File: src/rtl/mac_pkg.sv
package mac_pkg;
    localparam int OPC_W = 16;

    typedef enum logic [2:0] {
        K_NONE, K_SMUL64, K_UMUL64, K_MUL32,
        K_SMUL16, K_UMUL16, K_SMAC32, K_SMAC16
    } kind_e;

    typedef enum logic [2:0] {
        ST_IDLE, ST_SHORT, ST_LO, ST_BH, ST_AH, ST_FIN
    } state_e;

    function automatic logic kind_short(kind_e k);
        return (k == K_SMUL16) || (k == K_UMUL16) || (k == K_SMAC16);
    endfunction

    function automatic logic kind_signed(kind_e k);
        return (k == K_SMUL64) || (k == K_SMAC32) || (k == K_SMUL16) || (k == K_SMAC16);
    endfunction

    function automatic logic kind_accum(kind_e k);
        return (k == K_SMAC32) || (k == K_SMAC16);
    endfunction

    function automatic logic kind_low_only(kind_e k);
        return (k == K_MUL32) || (k == K_SMUL16) || (k == K_UMUL16);
    endfunction
endpackage

File: src/rtl/mac_decode.sv
module mac_decode
    import mac_pkg::*;
(
    input  logic [OPC_W-1:0] opcode,
    output kind_e            kind
);
    logic [7:0] key;

    always_comb begin
        key = {opcode[15:12], opcode[3:0]};
        case (key)
            8'b0011_1101: kind = K_SMUL64;
            8'b0011_0101: kind = K_UMUL64;
            8'b0000_0111: kind = K_MUL32;
            8'b0010_1111: kind = K_SMUL16;
            8'b0010_1110: kind = K_UMUL16;
            8'b0000_1111: kind = K_SMAC32;
            8'b0100_1111: kind = K_SMAC16;
            default:      kind = K_NONE;
        endcase
    end
endmodule

File: src/rtl/mac_operand.sv
module mac_operand
    import mac_pkg::*;
#(
    parameter int XLEN = 32
) (
    input  logic [XLEN-1:0] a_raw,
    input  logic [XLEN-1:0] b_raw,
    input  kind_e           kind,
    output logic [XLEN-1:0] mag_a,
    output logic [XLEN-1:0] mag_b,
    output logic            neg
);
    localparam int HALF = XLEN / 2;

    logic            short_f, sgn_f, a_neg, b_neg;
    logic [XLEN-1:0] ext_a, ext_b;

    always_comb begin
        short_f = kind_short(kind);
        sgn_f   = kind_signed(kind);
        if (short_f) begin
            ext_a = sgn_f ? {{HALF{a_raw[HALF-1]}}, a_raw[HALF-1:0]}
                          : {{HALF{1'b0}}, a_raw[HALF-1:0]};
            ext_b = sgn_f ? {{HALF{b_raw[HALF-1]}}, b_raw[HALF-1:0]}
                          : {{HALF{1'b0}}, b_raw[HALF-1:0]};
        end else begin
            ext_a = a_raw;
            ext_b = b_raw;
        end
        a_neg = sgn_f & ext_a[XLEN-1];
        b_neg = sgn_f & ext_b[XLEN-1];
        mag_a = a_neg ? (~ext_a + 1'b1) : ext_a;
        mag_b = b_neg ? (~ext_b + 1'b1) : ext_b;
        neg   = a_neg ^ b_neg;
    end
endmodule

File: src/rtl/mac_partial.sv
module mac_partial
    import mac_pkg::*;
#(
    parameter int XLEN = 32
) (
    input  state_e              st,
    input  logic [XLEN-1:0]     mag_a,
    input  logic [XLEN-1:0]     mag_b,
    output logic [2*XLEN-1:0]   term
);
    localparam int HALF  = XLEN / 2;
    localparam int PROD_W = XLEN + HALF;

    logic [HALF-1:0]   x;
    logic [XLEN-1:0]   y;
    logic [PROD_W-1:0] prod;
    logic              shift_up;

    always_comb begin
        x        = '0;
        y        = '0;
        shift_up = 1'b0;
        case (st)
            ST_SHORT, ST_LO: begin
                x = mag_a[HALF-1:0];
                y = {{HALF{1'b0}}, mag_b[HALF-1:0]};
            end
            ST_BH: begin
                x = mag_a[HALF-1:0];
                y = {mag_b[XLEN-1:HALF], {HALF{1'b0}}};
            end
            ST_AH: begin
                x        = mag_a[XLEN-1:HALF];
                y        = mag_b;
                shift_up = 1'b1;
            end
            default: begin
                x = '0;
                y = '0;
            end
        endcase
        prod = {{XLEN{1'b0}}, x} * {{HALF{1'b0}}, y};
        term = shift_up ? {prod, {HALF{1'b0}}} : {{HALF{1'b0}}, prod};
    end
endmodule

File: src/rtl/mac_unit.sv
module mac_unit
    import mac_pkg::*;
#(
    parameter int XLEN = 32
) (
    input  logic             clk,
    input  logic             rst,
    input  logic             start,
    input  logic [15:0]      opcode,
    input  logic [XLEN-1:0]  opnd_n,
    input  logic [XLEN-1:0]  opnd_m,
    input  logic             wr_hi,
    input  logic             wr_lo,
    input  logic [XLEN-1:0]  wr_data,
    output logic             busy,
    output logic             done,
    output logic [XLEN-1:0]  acc_hi,
    output logic [XLEN-1:0]  acc_lo
);
    localparam int HALF  = XLEN / 2;
    localparam int ACC_W = 2 * XLEN;

    state_e          st, nxt;
    kind_e           dec_kind, kind_q;
    logic [XLEN-1:0] pre_a, pre_b, mag_a_q, mag_b_q;
    logic            pre_neg, neg_q;
    logic [ACC_W-1:0] psum_q, term, src, res, acc_sum;
    logic            accept, a_hi_nz, b_hi_nz;

    mac_decode u_dec (
        .opcode (opcode),
        .kind   (dec_kind)
    );

    mac_operand #(.XLEN(XLEN)) u_opnd (
        .a_raw (opnd_m),
        .b_raw (opnd_n),
        .kind  (dec_kind),
        .mag_a (pre_a),
        .mag_b (pre_b),
        .neg   (pre_neg)
    );

    mac_partial #(.XLEN(XLEN)) u_part (
        .st    (st),
        .mag_a (mag_a_q),
        .mag_b (mag_b_q),
        .term  (term)
    );

    assign accept  = (st == ST_IDLE) && start && (dec_kind != K_NONE);
    assign a_hi_nz = |mag_a_q[XLEN-1:HALF];
    assign b_hi_nz = |mag_b_q[XLEN-1:HALF];
    assign busy    = (st != ST_IDLE);

    // state register
    always_ff @(posedge clk) begin
        if (rst) st <= ST_IDLE;
        else     st <= nxt;
    end

    // next-state logic
    always_comb begin
        nxt = st;
        unique case (st)
            ST_IDLE:  if (accept) nxt = kind_short(dec_kind) ? ST_SHORT : ST_LO;
            ST_SHORT: nxt = ST_IDLE;
            ST_LO:    nxt = b_hi_nz ? ST_BH : (a_hi_nz ? ST_AH : ST_FIN);
            ST_BH:    nxt = a_hi_nz ? ST_AH : ST_FIN;
            ST_AH:    nxt = ST_FIN;
            ST_FIN:   nxt = ST_IDLE;
            default:  nxt = ST_IDLE;
        endcase
    end

    // result shaping
    always_comb begin
        src     = (st == ST_SHORT) ? term : psum_q;
        res     = neg_q ? (~src + 1'b1) : src;
        acc_sum = {acc_hi, acc_lo} + res;
    end

    // outputs and datapath registers
    always_ff @(posedge clk) begin
        if (rst) begin
            acc_hi  <= '0;
            acc_lo  <= '0;
            done    <= 1'b0;
            psum_q  <= '0;
            mag_a_q <= '0;
            mag_b_q <= '0;
            neg_q   <= 1'b0;
            kind_q  <= K_NONE;
        end else begin
            done <= 1'b0;
            unique case (st)
                ST_IDLE: begin
                    if (wr_hi) acc_hi <= wr_data;
                    if (wr_lo) acc_lo <= wr_data;
                    if (accept) begin
                        mag_a_q <= pre_a;
                        mag_b_q <= pre_b;
                        neg_q   <= pre_neg;
                        kind_q  <= dec_kind;
                    end
                end
                ST_LO:        psum_q <= term;
                ST_BH, ST_AH: psum_q <= psum_q + term;
                ST_SHORT, ST_FIN: begin
                    done <= 1'b1;
                    if (kind_accum(kind_q)) begin
                        acc_hi <= acc_sum[ACC_W-1:XLEN];
                        acc_lo <= acc_sum[XLEN-1:0];
                    end else if (kind_low_only(kind_q)) begin
                        acc_lo <= res[XLEN-1:0];
                    end else begin
                        acc_hi <= res[ACC_W-1:XLEN];
                        acc_lo <= res[XLEN-1:0];
                    end
                end
                default: done <= 1'b0;
            endcase
        end
    end
endmodule

File: config.mk
export PLATFORM = sky130hd
export DESIGN_NAME = mac_unit
export DESIGN_NICKNAME = d
export VERILOG_FILES = /design/src/rtl/mac_pkg.sv /design/src/rtl/mac_decode.sv /design/src/rtl/mac_operand.sv /design/src/rtl/mac_partial.sv /design/src/rtl/mac_unit.sv
export SDC_FILE = /design/constraint.sdc
export NUM_CORES = 2
export LEC_CHECK = 0
export BUFFER_PORTS_ARGS = -buffer_cell sky130_fd_sc_hd__buf_4
export CAP_MARGIN = 10
export CORE_MARGIN = 2
export CORE_UTILIZATION = 52
export DETAILED_ROUTE_END_ITERATION = 12
export HOLD_SLACK_MARGIN = 0.12
export PLACE_DENSITY = 0.71
export SLEW_MARGIN = 10
export SYNTH_ARGS = -nofsm -noshare
export SYNTH_HDL_FRONTEND = slang
export SYNTH_SLANG_ARGS = --single-unit
File: constraint.sdc
create_clock -name clk -period 14.9 [get_ports clk]
set_clock_uncertainty 0.05 [all_clocks]
set_input_delay 1.49 -clock clk [delete_from_list [all_inputs] [get_ports clk]]
set_output_delay 1.49 -clock clk [all_outputs]
set_load 0.05 [all_outputs]
Word-level counts from Yosys, hierarchy flattened
Index checks and enable logic that the tools add are counted.
{"block": "totals", "ff_bits": 200, "inputBits": 117, "elab_cells": 98}
{"block": "classes", "n_addsub": 5, "multipliers": 1, "eq_ne": 26, "mux": 27, "bitwise": 6, "n_reduce_logical": 24}
{"operator": "two-way mux 32 bit", "count": 11}
{"operator": "two-way mux 64 bit", "count": 3}
{"operator": "adder 64 bit", "count": 2}
{"operator": "one-hot mux 32 bit (2 select lines)", "count": 2}
{"operator": "one-hot mux 64 bit (2 select lines)", "count": 1}
{"operator": "one-hot mux 32 bit (3 select lines)", "count": 1}
{"operator": "adder 32 x 1 -> 32 bit (second input constant)", "count": 2}
{"operator": "adder 64 x 1 -> 64 bit (second input constant)", "count": 1}
{"operator": "NOT 32 bit", "count": 2}
{"operator": "NOT 64 bit", "count": 1}
{"operator": "multiplier 16 x 32 -> 48 bit", "count": 1}
{"operator": "equality test 8 x 6 -> 1 bit (second input constant)", "count": 4}
{"operator": "one-hot mux 16 bit (2 select lines)", "count": 1}
{"operator": "OR reduction 16 bit", "count": 2}
{"operator": "equality test 3 bit (second input constant)", "count": 10}
{"operator": "one-hot mux 3 bit (7 select lines)", "count": 1}
{"operator": "one-hot mux 3 bit (4 select lines)", "count": 1}
{"operator": "equality test 3 x 2 -> 1 bit (second input constant)", "count": 3}
{"operator": "equality test 8 x 3 -> 1 bit (second input constant)", "count": 1}
{"operator": "equality test 8 x 4 -> 1 bit (second input constant)", "count": 1}
{"operator": "equality test 8 x 7 -> 1 bit (second input constant)", "count": 1}
{"operator": "logical OR 1 bit", "count": 8}
{"operator": "equality test 3 x 1 -> 1 bit (second input constant)", "count": 2}
{"operator": "two-way mux 3 bit", "count": 2}
{"operator": "14 further kinds", "count": 25}

Depth between registers and ports, before layout
{"block": "logic_depth", "depth_word": 12, "mapped_depth": 48, "ltp_nobuf": 43}

Modules after synthesis
From an unflattened synthesis, not the netlist that was laid out.
{"block": "unflattened", "cells_unflattened": 4994, "hier_area_um2": 37619.8}
{"mod": "mac_unit", "n_inst": 1, "cells_per_inst": 2556, "area_per_inst_um2": 18580.3, "seq_area_each_um2": 4003.8}
{"mod": "mac_partial", "n_inst": 1, "cells_per_inst": 2107, "area_per_inst_um2": 16920.0, "seq_area_each_um2": 0.0}
{"mod": "mac_operand", "n_inst": 1, "cells_per_inst": 316, "area_per_inst_um2": 2010.7, "seq_area_each_um2": 0.0}
{"mod": "mac_decode", "n_inst": 1, "cells_per_inst": 15, "area_per_inst_um2": 108.9, "seq_area_each_um2": 0.0}

Least setup slack after synthesis
No wires, ideal clock.
{"block": "synth_path", "path_type": "flip-flop to flip-flop", "startpoint": "register st[2]", "endpoint": "register acc_hi[31]", "setup_ns": 0.115, "arrival_ns": 11.088, "required_ns": 14.735, "slack_ns": 3.647, "stages_incl_launch_ff": 45, "path_buffers": 6, "period_less_slack_ns": 11.253, "cell_sequence": "dfxtp_1 buf_2 inv_1 nor3_1 clkbuf_1 buf_1 a22o_1 clkbuf_1 nand2_1 fa_1 fa_1 fa_1 inv_1 fa_1 fa_1 inv_1 fa_1 inv_1 [9 not listed] o32a_1 or2_2 nand4b_2 nand2_1 xor2_1 ha_1 clkbuf_1 a21o_1 a21o_1 a21oi_1 inv_1 a2111oi_0 o21ai_0 a31oi_1 xnor2_1 nand3_1 a21o_1 and3_1"}
{"block": "synth_between", "elab_chain_cells": 12, "word_cells_on_any_way": 26}
{"element": "start, declared", "line_no": "mac_unit.sv:23", "source": "state_e st, nxt;"}
{"element": "start signal, assigned", "line_no": "mac_unit.sv:59", "source": "else st <= nxt;"}
{"element": "equality test 3 x 1 -> 1 bit / equality test 3 x 2 -> 1 bit (equally long branches)", "line_no": "mac_partial.sv:23, mac_unit.sv:78, mac_unit.sv:96"}
{"element": "OR reduction 3 bit (no source line) / OR reduction 2 bit (equally long branches)"}
{"element": "one-hot mux 16 bit (2 select lines) / one-hot mux 32 bit (3 select lines) (equally long branches)", "line_no": "mac_partial.sv:23", "source": "case (st)"}
{"element": "multiplier 16 x 32 -> 48 bit", "line_no": "mac_partial.sv:42", "source": "prod = {{XLEN{1'b0}}, x} * {{HALF{1'b0}}, y};"}
{"element": "two-way mux 64 bit", "line_no": "mac_partial.sv:43", "source": "term = shift_up ? {prod, {HALF{1'b0}}} : {{HALF{1'b0}}, prod};"}
{"element": "two-way mux 64 bit", "line_no": "mac_unit.sv:78", "source": "src = (st == ST_SHORT) ? term : psum_q;"}
{"element": "NOT 64 bit", "line_no": "mac_unit.sv:79", "source": "res = neg_q ? (~src + 1'b1) : src;"}
{"element": "adder 64 x 1 -> 64 bit", "line_no": "mac_unit.sv:79"}
{"element": "two-way mux 64 bit", "line_no": "mac_unit.sv:79"}
{"element": "adder 64 bit / two-way mux 32 bit (equally long branches)", "line_no": "mac_unit.sv:80, mac_unit.sv:114"}
{"element": "two-way mux 32 bit", "line_no": "mac_unit.sv:111", "source": "if (kind_accum(kind_q)) begin"}
{"element": "one-hot mux 32 bit (2 select lines)", "line_no": "mac_unit.sv:96", "source": "unique case (st)"}
{"element": "end signal, assigned", "line_no": "mac_unit.sv:98", "source": "if (wr_hi) acc_hi <= wr_data;"}
{"element": "end signal, assigned", "line_no": "mac_unit.sv:112", "source": "acc_hi <= acc_sum[ACC_W-1:XLEN];"}
{"element": "end signal, assigned", "line_no": "mac_unit.sv:117", "source": "acc_hi <= res[ACC_W-1:XLEN];"}
{"element": "end, declared", "line_no": "mac_unit.sv:17", "source": "output logic [XLEN-1:0] acc_hi,"}
Several ways; a longest one is shown, not always the timed one. The select of a mux whose other input is x is not followed.
A chain may end at the register's enable or synchronous reset.

Worst setup path after layout
{"block": "layout_path", "startpoint": "register st[2]", "endpoint": "register acc_hi[29]"}
Same word-level chain as after synthesis.

==> results.toml <==
[worst_setup_path]
crit_type = "register to register"
crit_cells = 40
path_delay_family = "compound AO/OA/AOI/OAI gates"
crit_top_cell = "inv_1"
critPathCaptureType = "register"
crit_buf_inv = 8
cp_slowest_cell = "a22o_1"
r2r_cells = 40
max_stage_delay_ns = 0.90
worstPathArrival_ns = 13.89
critPathLaunchType = "register"
crit_required_ns = 15.26
critPathMaxFanout = 47

[timing]
worst_pin_slew_ns = 1.24
slew_violations = 0
timing.final.crit_share = 0.909
rsz0062_at_grt = "false"
fin_crit_ns = 13.54
finalSetupTns_ns = 0
maxSlewHeadroom = 0.175
max_clock_freq_mhz = 73.9
finalSetupViolations = 0
final-hold-violation-count = 0

[hold_path]
min_path_cells = 2
hold_class = "register to register"

[clocking]
cts_buffers = 17
post_cts_buffers = 0
cts_tree = "yes"
clock-sinks = 200
h-tree-depth = 4
ctsRootBufferMaster = "clkbuf_16"
hold_buffers = 0
clk_latency_ns = 0.51
cts-resized-gates = 0
clk_pin_slew_ns = 0.08
clockBufferDepth = 2

[layout]
seqCellArea_sq_mm = 0.00401
multi_input_area_sq_mm = 0.0308
syn2layout_area_growth_pct = 6.78
drive_gt1_frac = 0.0726
fill_cells = 6984
fin_util = 0.562
final_nets = 5825

[floorplan]
die_x_microns = 273
die_h_microns = 273
num_io_pins = 183
coreArea_sq_mm = 0.0716
die-area_sq_mm = 0.0747
initial_core_util = 0.526
row_count = 98

[run_status]
outcome = "complete, no violations"

[synthesis]
synthMuxAreaShare = 0.00926
synthFlopType = "dfxtp_1"
yosysTopAreaCellShare = 0.223
synth_compound_area_frac = 0.223
synth_top_family_by_area = "adder cells"
syn_avg_cell_area_sq_um = 7.45
ys_ff_latch = 200
synth_edf_count = 0
synth_nets = 5853
ys_seq_area_frac = 0.106
yosysWarnings = 0
synth_top_area_cell = "fa_1"
async_reset_ff_frac = 0
syn_area_sq_mm = 0.0377
synth-simple-area-share = 0.218
yosys.cell_types.count = 109
yosys.area_share.adder = 0.308
synth_area_leaders = "fa_1 (22%), dfxtp_1 (11%), ha_1 (8.5%), nand2_1 (7.2%), nor2_1 (5.7%)"
synth_cells = 5059
synth_xor_area_frac = 0.0547

[global_routing]
first_global_vias = 35500
grt_usage = 0.341
grt_overflow = 0
grt_pass1_wl_microns = 200000
antenna_found_initial = 3
grt_max_degree = 118

[detailed_routing]
drt-pass1-iter-count = 6
ant_nets = 0
drt_iter0_markers = 3856
drc = 0
wl_per_cell_microns = 21.2
finalWirelength_microns = 127000
vias = 37200
routed_via_density = 6.20

[power]
total_power_mw = 1.99
power.density_mw_per_mm2 = 49.6
ir_worst_vdd_uv = 93.1
p_leak_nw = 17.6

[placement]
gp_congestion = 0.996
place_hpwl_microns = 101000
io_buffers = 174

[job]
max-cap-violations = 0
-- worst paths after layout --
kind                            start         end  slack, ns
worst max-delay path            st[2]  acc_hi[29]       1.36
worst min-delay path            neg_q       neg_q       0.41
worst max register to register  st[2]  acc_hi[29]       1.36
worst min register to register  neg_q       neg_q       0.41
-- cells by family (layout without fill, tap and decap cells) --
| family | Yosys count | count (layout) |
|---|---|---|
| mux | 34 | 34 |
| compound gates | 1276 | 1276 |
| fa+ha+maj | 677 | 677 |
| buf+inv | 798 | 783 |
| other cells | 0 | 3 |
| xor+xnor | 232 | 232 |
| simple gates | 1842 | 1842 |
| flops | 200 | 200 |
-- tightest hold or removal path, cell delays in order, from the launching register on --
cell and delay [ns]:
dfxtp_2 0.32, nand2_1 0.05, a21oi_1 0.05
-- per-layer routing --
layer	global-route usage	vias to the layer above	part of all wire
met3	0.0744	255	0.095
li1	-	17200	-
met2	0.530	1660	0.45
met1	0.470	18100	0.42
met5	0	-	0.00015
met4	0.117	4	0.032
-- sequential cells by signal, summed over array words and instances (netlist names) --
signal   count
psum_q      64
acc_lo      32
st           3
mag_b_q     32
acc_hi      32
done         1
kind_q       3
neg_q        1
mag_a_q     32
-- metrics by stage --
stage,instance area (sq um),hold slack [ns],setup slack (ns),instances
after CTS,40200,0.406,1.72,5994
after global placement,39700,0.394,1.81,5962
after floorplan,37700,0.395,3.65,5059
final,40200,0.410,1.36,5997
after detailed placement,39700,0.395,1.76,5962
after global routing,40200,0.450,0.818,5994
-- report_power, final --
group	internal (mW)	switching (mW)
Combinational	0.304	0.569
Clock	0.239	0.261
Sequential	0.573	0.0481
Total	1.12	0.879
-- layout make-up --
| type | instances | area share |
|---|---|---|
| multi-input combinational | 4061 | 0.764 |
| inverter | 516 | 0.0481 |
| tap | 950 | 0.0295 |
| sequential | 200 | 0.0995 |
| timing repair buffer | 235 | 0.0439 |
| clock inverter | 14 | 0.00345 |
| clock buffer | 18 | 0.0109 |
| antenna | 3 | 0.000187 |
-- cells in the mapped netlist, drive strengths merged (9+ instances only) --
master / number
nor2: 574
nor3: 122
a41oi: 10
nor4: 27
fa: 420
o211ai: 51
a211o: 12
a21boi: 14
buf: 33
o31a: 9
a2111oi: 12
and3: 36
a21oi: 365
nand2b: 38
a311oi: 21
a21o: 114
or2: 20
mux2i: 27
o21ai: 264
nor2b: 27
o21a: 29
clkbuf: 249
o21bai: 43
and2: 64
nor3b: 10
dfxtp: 200
ha: 257
a22o: 33
xnor2: 152
or4: 9
nand4: 56
nand3: 69
or3: 45
a211oi: 82
a22oi: 18
xor2: 80
o41ai: 9
o22ai: 15
inv: 516
o31ai: 48
a221oi: 12
nand2: 722
a31oi: 48
-- placed cells by master (no fill, tap or decap), types with 36 or more instances in the layout --
cell	count
nand2_1	718
nor2_1	570
inv_1	515
fa_1	420
a21oi_1	356
ha_1	257
o21ai_0	241
buf_4	234
dfxtp_1	199
xnor2_1	150
nor3_1	117
a21o_1	114
a211oi_1	78
xor2_1	78
nand3_1	67
and2_1	60
nand4_1	56
o211ai_1	50
a31oi_1	47
o31ai_1	47
o21bai_1	43
or3_1	43
nand2b_1	37
and3_1	36
No activity file was read; power rests on OpenSTA's default activity.
